**src/rtl/tpat_pkg.sv**
```systemverilog
package tpat_pkg;
  typedef enum logic [2:0] {
    A_CTRL = 3'd0,
    A_SEL  = 3'd1,
    A_REF  = 3'd2,
    A_CAP  = 3'd3,
    A_STAT = 3'd4,
    A_FRM  = 3'd5,
    A_ERR  = 3'd6
  } reg_addr_e;

  localparam int LFSR_LEN = 11;
  localparam int TAP_NEAR = 9;
  localparam int MAX_LINK = 59;
endpackage

```
**src/rtl/tpat_prbs.sv**
```systemverilog
module tpat_prbs
  import tpat_pkg::*;
#(
  parameter int LEN      = LFSR_LEN,
  parameter int TAP      = TAP_NEAR,
  parameter int SYNC_RUN = 16,
  parameter int LOSS_LIM = 8
) (
  input  logic       clk,
  input  logic       rst_n,
  input  logic       clr,
  input  logic       byte_vld,
  input  logic [7:0] byte_in,
  input  logic       frame_tick,
  output logic       locked,
  output logic [3:0] err_n
);
  localparam int CW = $clog2(LEN + 1);
  localparam int GW = $clog2(SYNC_RUN + 1);
  localparam int FW = $clog2(LOSS_LIM + 1);

  logic [LEN-1:0] sr_q, sr_n;
  logic           lk_q, lk_n;
  logic [CW-1:0]  ld_q, ld_n;
  logic [GW-1:0]  gd_q, gd_n;
  logic [FW-1:0]  fe_q, fe_n;
  logic [3:0]     errs;
  logic           bit_v, pred_v;

  always_comb begin
    sr_n   = sr_q;
    lk_n   = lk_q;
    ld_n   = ld_q;
    gd_n   = gd_q;
    fe_n   = fe_q;
    errs   = '0;
    bit_v  = 1'b0;
    pred_v = 1'b0;
    if (byte_vld) begin
      for (int i = 7; i >= 0; i--) begin
        bit_v  = byte_in[i];
        pred_v = sr_n[LEN-1] ^ sr_n[TAP-1];
        if (!lk_n) begin
          sr_n = {sr_n[LEN-2:0], bit_v};
          if (ld_n < CW'(LEN)) begin
            ld_n = ld_n + 1'b1;
          end else if (bit_v == pred_v) begin
            if (gd_n == GW'(SYNC_RUN - 1)) begin
              lk_n = 1'b1;
              gd_n = '0;
              fe_n = '0;
            end else begin
              gd_n = gd_n + 1'b1;
            end
          end else begin
            ld_n = CW'(1);
            gd_n = '0;
          end
        end else begin
          sr_n = {sr_n[LEN-2:0], pred_v};
          if (bit_v != pred_v) begin
            errs = errs + 4'd1;
            if (fe_n == FW'(LOSS_LIM - 1)) begin
              lk_n = 1'b0;
              ld_n = '0;
              gd_n = '0;
              fe_n = '0;
            end else begin
              fe_n = fe_n + 1'b1;
            end
          end
        end
      end
    end
    if (frame_tick) fe_n = '0;
  end

  always_ff @(posedge clk) begin
    if (!rst_n || clr) begin
      sr_q <= '0;
      lk_q <= 1'b0;
      ld_q <= '0;
      gd_q <= '0;
      fe_q <= '0;
    end else begin
      sr_q <= sr_n;
      lk_q <= lk_n;
      ld_q <= ld_n;
      gd_q <= gd_n;
      fe_q <= fe_n;
    end
  end

  assign locked = lk_q;
  assign err_n  = errs;

  assert_frame_tally_R6: assert property (@(posedge clk) disable iff (!rst_n)
    fe_q < FW'(LOSS_LIM));
  assert_lock_needs_data_R4: assert property (@(posedge clk) disable iff (!rst_n)
    (!lk_q && !byte_vld) |=> !lk_q);
  assert_load_bound_R4: assert property (@(posedge clk) disable iff (!rst_n)
    ld_q <= CW'(LEN));
endmodule

```
**config.mk**
```make
export PLATFORM = sky130hd
export DESIGN_NAME = tpat_prbs
export DESIGN_NICKNAME = d
export VERILOG_FILES = /design/src/rtl/tpat_pkg.sv /design/src/rtl/tpat_prbs.sv
export SDC_FILE = /design/constraint.sdc
export NUM_CORES = 1
export LEC_CHECK = 0
export ABC_AREA = 1
export BUFFER_PORTS_ARGS = -buffer_cell sky130_fd_sc_hd__buf_2
export CORE_UTILIZATION = 45
export CTS_CLUSTER_DIAMETER = 120
export DETAILED_ROUTE_END_ITERATION = 16
export PLACE_DENSITY = 0.7
export SLEW_MARGIN = 5
export SYNTH_ARGS = -nofsm -noshare
export SYNTH_HDL_FRONTEND = slang
export SYNTH_SLANG_ARGS = --single-unit
export TNS_END_PERCENT = 30
```
**constraint.sdc**
```tcl
create_clock -name clk -period 9.4 [get_ports clk]
set_input_delay 0.47 -clock clk [delete_from_list [all_inputs] [get_ports clk]]
set_output_delay 0.47 -clock clk [all_outputs]
set_load 0.02 [all_outputs]
```
### Yosys cells after proc, flatten, opt, wreduce, memory -nomap -nowiden

Index checks and enable logic that the tools add are counted.

| word-level totals | value |
|---|---|
| output and inout port bits | 5 |
| bits of input ports | 13 |
| flip-flop bits (word level) | 25 |
| logic and storage cells | 338 |

| cells by class | value |
|---|---|
| bitwise operators | 8 |
| $add $sub $neg | 31 |
| reduce and logical (&&, ||, !) cells | 3 |
| $lt $le $gt $ge | 8 |
| equal/unequal tests | 32 |
| mux-type cells | 251 |

Operators with widths:

| cell | number |
|---|---|
| $mux W4 | 124 |
| $mux W5 | 55 |
| $add A4 B1 Y4 const B | 23 |
| $mux W11 | 7 |
| $mux W1 | 65 |
| $add A5 B1 Y5 const B | 8 |
| $eq A5 B4 Y1 const B | 8 |
| $eq A4 B3 Y1 const B | 8 |
| $lt A4 B4 Y1 const B | 8 |
| $eq A1 B1 Y1 | 8 |
| $ne A1 B1 Y1 | 8 |
| $xor A1 B1 Y1 | 8 |
| $reduce_or A2 Y1 | 1 |
| $logic_not A1 Y1 | 1 |
| $logic_or A1 B1 Y1 | 1 |

### Depth between registers and ports, before layout

| depth | value |
|---|---|
| depth in word-level cells | 47 |
| depth in mapped cells | 71 |
| mapped depth without buffers | 71 |

### Worst setup path after synthesis

Ideal clock, no wire load.

| timing | value |
|---|---|
| path kind | register to output |
| start | reg ld_q[0] |
| end | out err_n[1] |
| stages on the path, launching flop included | 59 |
| arrival time | 6.819 ns |
| path slack | 2.111 ns |
| required time | 8.930 ns |
| cell sequence | dfxtp_1 ha_1 inv_1 nand2_1 nand2_2 nor2_2 nand2_4 nand2_1 nand2_1 nand2_1 inv_1 ha_1 nand2_1 a21oi_4 nand2_4 nand2_1 nand3_1 nand2_1 [... 23 more ...] inv_1 ha_1 inv_1 nand3_2 nand2_2 nor2_8 o21ai_0 inv_1 a21oi_1 ha_1 nand2_2 nor3_4 nand2_2 nand2_2 nand2_4 nor2_8 inv_4 a211oi_1 |

| on the way | value |
|---|---|
| cells in the longest elaborated chain, start to end | 42 |
| elaborated cells between the ends (all ways) | 218 |
| classes of those cells | 22 x add/sub; 7 x order compare; 12 x eq/ne; 177 x mux |

RTL lines:

| element | RTL line | source |
|---|---|---|
| from (decl) | tpat_prbs.sv:24 | `logic [CW-1:0] ld_q, ld_n;` |
| from (signal assigned) | tpat_prbs.sv:88 | `ld_q <= ld_n;` |
| $lt A4 B4 Y1 | tpat_prbs.sv:45 | `if (ld_n < CW'(LEN)) begin` |
| $mux W5 | tpat_prbs.sv:45 |  |
| $mux W5 | tpat_prbs.sv:43 | `if (!lk_n) begin` |
| $mux W5 | tpat_prbs.sv:39 | `if (byte_vld) begin` |
| $add A5 B1 Y5 / $eq A5 B4 Y1 (equally long branches) | tpat_prbs.sv:53, tpat_prbs.sv:48 |  |
| $mux W5 | tpat_prbs.sv:48 | `if (gd_n == GW'(SYNC_RUN - 1)) begin` |
| $mux W5 | tpat_prbs.sv:47 | `end else if (bit_v == pred_v) begin` |
| $mux W5 | tpat_prbs.sv:45 |  |
| [... 26 more ...] | n/a |  |
| $eq A5 B4 Y1 | tpat_prbs.sv:48 |  |
| $mux W1 | tpat_prbs.sv:48 |  |
| $mux W1 | tpat_prbs.sv:47 |  |
| $mux W1 | tpat_prbs.sv:45 |  |
| $mux W1 | tpat_prbs.sv:43 |  |
| $mux W1 | tpat_prbs.sv:39 |  |
| $mux W4 * | tpat_prbs.sv:43 |  |
| $mux W4 * | tpat_prbs.sv:39 |  |
| to (decl) | tpat_prbs.sv:16 | `output logic [3:0] err_n` |

Every way passes the cells marked *; elsewhere a longest branch is shown, timed or not. The select of a mux whose other input is x is not followed.

### Final worst setup path

| timing | value |
|---|---|
| start | reg gd_q[0] |
| end | out err_n[2] |

| on the way | value |
|---|---|
| cells in the longest elaborated chain, start to end | 44 |
| elaborated cells between the ends (all ways) | 216 |
| classes of those cells | 21 x add/sub; 5 x order compare; 13 x eq/ne; 177 x mux |

RTL lines:

| element | RTL line | source |
|---|---|---|
| from (decl) | tpat_prbs.sv:25 | `logic [GW-1:0] gd_q, gd_n;` |
| from (signal assigned) | tpat_prbs.sv:89 | `gd_q <= gd_n;` |
| $add A5 B1 Y5 / $eq A5 B4 Y1 (equally long branches) | tpat_prbs.sv:53, tpat_prbs.sv:48 |  |
| $mux W5 | tpat_prbs.sv:48 |  |
| $mux W5 | tpat_prbs.sv:47 |  |
| $mux W5 | tpat_prbs.sv:45 |  |
| $mux W5 | tpat_prbs.sv:43 |  |
| $mux W5 | tpat_prbs.sv:39 |  |
| $add A5 B1 Y5 / $eq A5 B4 Y1 (equally long branches) | tpat_prbs.sv:53, tpat_prbs.sv:48 |  |
| $mux W5 | tpat_prbs.sv:48 |  |
| [... 28 more ...] | n/a |  |
| $eq A5 B4 Y1 | tpat_prbs.sv:48 |  |
| $mux W1 | tpat_prbs.sv:48 |  |
| $mux W1 | tpat_prbs.sv:47 |  |
| $mux W1 | tpat_prbs.sv:45 |  |
| $mux W1 | tpat_prbs.sv:43 |  |
| $mux W1 | tpat_prbs.sv:39 |  |
| $mux W4 * | tpat_prbs.sv:43 |  |
| $mux W4 * | tpat_prbs.sv:39 |  |

Marks and branches as above.

==> metrics <==
share of synthesized area occupied by flip-flops and latches 0.0758; number of hold-repair buffers added at the cts stage 0; final cell area excluding filler cells 0.00688 mm2; cell occurring most often along the worst timing path nand2_1; setup repair after global routing missed its margin no; final number of hold-violating endpoints 0; count of inserted antenna diode cells 0; CTS root buf clkbuf_16; distinct cell type count of the synthesized netlist 46; maximum count of clock buffers along a single path 2; top library cells by usage in the layout, fill and taps aside 404 x nand2_1, 133 x inv_1, 126 x nand3_1; number of gates given a new drive strength after cts 0; worst setup path endpoint err_n[2]; Max stage delay cell, worst path dfxtp_1; area growth from synthesis to layout 4.25%; count of H-tree levels built during CTS 1; Simple-Gate Fraction of Synth Area 0.586; Critical Path Source Type flip-flop; weighted congestion at the end of routability-driven global placement 0.960; Post-synth EDFFs 0; insertion delay of the later-clocked pin in the worst-skew pair 0.26 ns; portion of netlist area occupied by mux cells 0; Post-synth ARST share 0; area enclosed by the die boundary 0.0152 mm2; Worst-path clk slew 0.06 ns; first-pass GRT wire length 30300 um; Placed Cells incl. Taps 1373; number of DRC violations after detailed routing 0; post-synthesis average cell area 5.52 um2; post-route non-filler standard cell count 1377; GRT Resource Usage Total 0.242; total of flip-flops plus latches after synthesis 25; Critical Path End Type primary output; tightest slew margin relative to the limit 0.596; core area 0.0141 mm2; antenna violations before repair 0; compound-gate portion of the synthesized area 0.130; WS Path Type flip-flop to primary output; FF-to-FF End fe_q[2]; combinational family with the most area after synthesis simple AND/OR/NAND/NOR gates; Num Clock Sinks 25; post-detailed-route via-to-cell ratio 5.24; initial core utilization 0.468; Detail Placement HPWL 14400 um; Pre-antenna DRT Iters 6; total via count in the routed design 7214; reg-to-reg setup timing slack 1.14 ns; Die W 123 um; fraction of final layout cells with drive strength greater than 1 0.179; post-CTS setup repair buffer count 0; Max Cap Violations 0; crit-path max cell delay 0.53 ns; syn nets 1239; maximum net fanout on the critical path 10; area occupied by registers 502 um2; data required time at the worst endpoint 8.93 ns; count of buffers inserted at the top-level ports 17; final-report setup violation count 0; post-synthesis instance total 1195; fill cell instance count of the final layout 1517; commonest non-fill, non-tap cell in the layout nand2_1; total grt overflow 0; post-detailed-routing wire length 17700 um; worst r2r src gd_q[0]; TritonCTS clock tree yes; r2r worst-path depth 64; run status finished clean; number of global-route vias before repair 6401; Worst setup startpoint gd_q[0]; post-synthesis cell area 0.00660 mm2; Post-Synth Adder-Cell Area 0.0588; Max Transition Viols Final 0; fmax 117 MHz; area post-placement 0.00679 mm2; final critical-path required period 8.57 ns; setup total negative slack 0 ns; Hold Path Class flip-flop to flip-flop; number of placed I/O pins 18; NumNets Final 1242; Multi-input gate area 0.00532 mm2; Post-Route Skew 0.00607 ns; CP arrival 8.10 ns; pin count of the biggest net entering global routing 31; average detailed-routed wire length per instance 12.9 um; DR iter-0 viols 694; number of buffers created by CTS 3; number of warnings printed during yosys synthesis 0; post-route fraction of the period consumed by the critical path 0.912; DRT antenna net count 0; die boundary height 123 um; XOR/XNOR Fraction of Synth Area 0.0292; slew at the pin with the worst max-slew slack 0.606 ns; cell row count 43; most used flip-flop cell after synthesis dfxtp_1
-- logic make-up after synthesis --
family	count (synthesis)
and+or+nand+nor	777
DFF	25
xor gates and xnor gates	22
buffers and inverters	193
AOI/OAI and AO/OA	147
adders and majority gates	31
-- critical path: cells and delay by family, from the launching register on --
| kind | cells | cell delay (ns) |
|---|---|---|
| DFF | 1 | 0.53 |
| buffers and inverters | 10 | 0.84 |
| AOI/OAI and AO/OA | 6 | 0.77 |
| adders and majority gates | 7 | 1.44 |
| and+or+nand+nor | 37 | 4.26 |
-- cell usage after synthesis, types with 3 or more instances --
cell / instances / area (um2)
a31oi_1: 3 / 18.8
xnor2_1: 13 / 114
nor2_2: 27 / 169
dfxtp_1: 25 / 500
clkinv_1: 3 / 11.3
nand4_2: 3 / 37.5
nand3_4: 8 / 140
buf_6: 5 / 56.3
o21bai_1: 4 / 30.0
a21oi_1: 57 / 285
nor2_8: 4 / 80.1
ha_1: 31 / 388
buf_2: 10 / 50.1
xor2_1: 9 / 78.8
nand2_2: 38 / 238
inv_1: 133 / 499
nor2_4: 12 / 135
nand2_1: 405 / 1520
o21ai_1: 26 / 130
nor3_1: 4 / 20.0
o211ai_1: 5 / 37.5
or2_2: 6 / 37.5
nand4_1: 17 / 106
o21ai_0: 33 / 165
inv_2: 34 / 128
nand3_1: 126 / 631
nor2_1: 85 / 319
nand3_2: 21 / 210
nand2_4: 13 / 146
clkbuf_1: 4 / 15.0
a21oi_2: 5 / 43.8
o21ai_2: 8 / 70.1
-- per-stage QoR --
stage	hold slack, ns	setup slack, ns	util
after floorplan	0.442	2.11	-
after global placement	0.455	0.999	0.482
after detailed placement	0.461	0.945	0.482
after CTS	0.470	0.658	0.487
after global routing	0.502	0.0161	0.488
final	0.470	0.825	0.488
-- sequential cells by signal, indices dropped and copies added (netlist names) --
| signal | count |
|---|---|
| locked | 1 |
| ld_q | 4 |
| gd_q | 5 |
| fe_q | 4 |
| sr_q | 11 |
-- worst min-delay path by stage --
| stage | from | depth (start not counted) | to | slack (ns) |
|---|---|---|---|---|
| 2_1_floorplan | sr_q[0] | 2 | sr_q[0] | 0.44 |
| 3_3_place_gp | sr_q[0] | 2 | sr_q[0] | 0.46 |
| 3_5_place_dp | sr_q[0] | 2 | sr_q[0] | 0.46 |
| 4_1_cts | sr_q[0] | 2 | sr_q[0] | 0.47 |
| 5_1_grt | sr_q[9] | 2 | sr_q[9] | 0.50 |
| 6_report | sr_q[0] | 2 | sr_q[0] | 0.47 |
-- cell type report --
class / count / share of cell area
clock buffer: 4 / 0.0115
inverter: 173 / 0.0959
multi-input combinational: 977 / 0.774
sequential: 25 / 0.0729
tap: 180 / 0.0327
timing repair buffer: 18 / 0.0135
-- metal layers --
| metal | GRT usage | up-vias | routed length [um] |
|---|---|---|---|
| met1 | 0.344 | 3195 | 8670 |
| met2 | 0.416 | 161 | 8130 |
| li1 | - | 3848 | - |
| met3 | 0.00784 | 10 | 809 |
| met4 | 0.0264 | 0 | 127 |
| met5 | 0 | - | 0 |
Power is not shown: default switching activity piles up to over one toggle a cycle in this logic, so the estimate is an artifact.
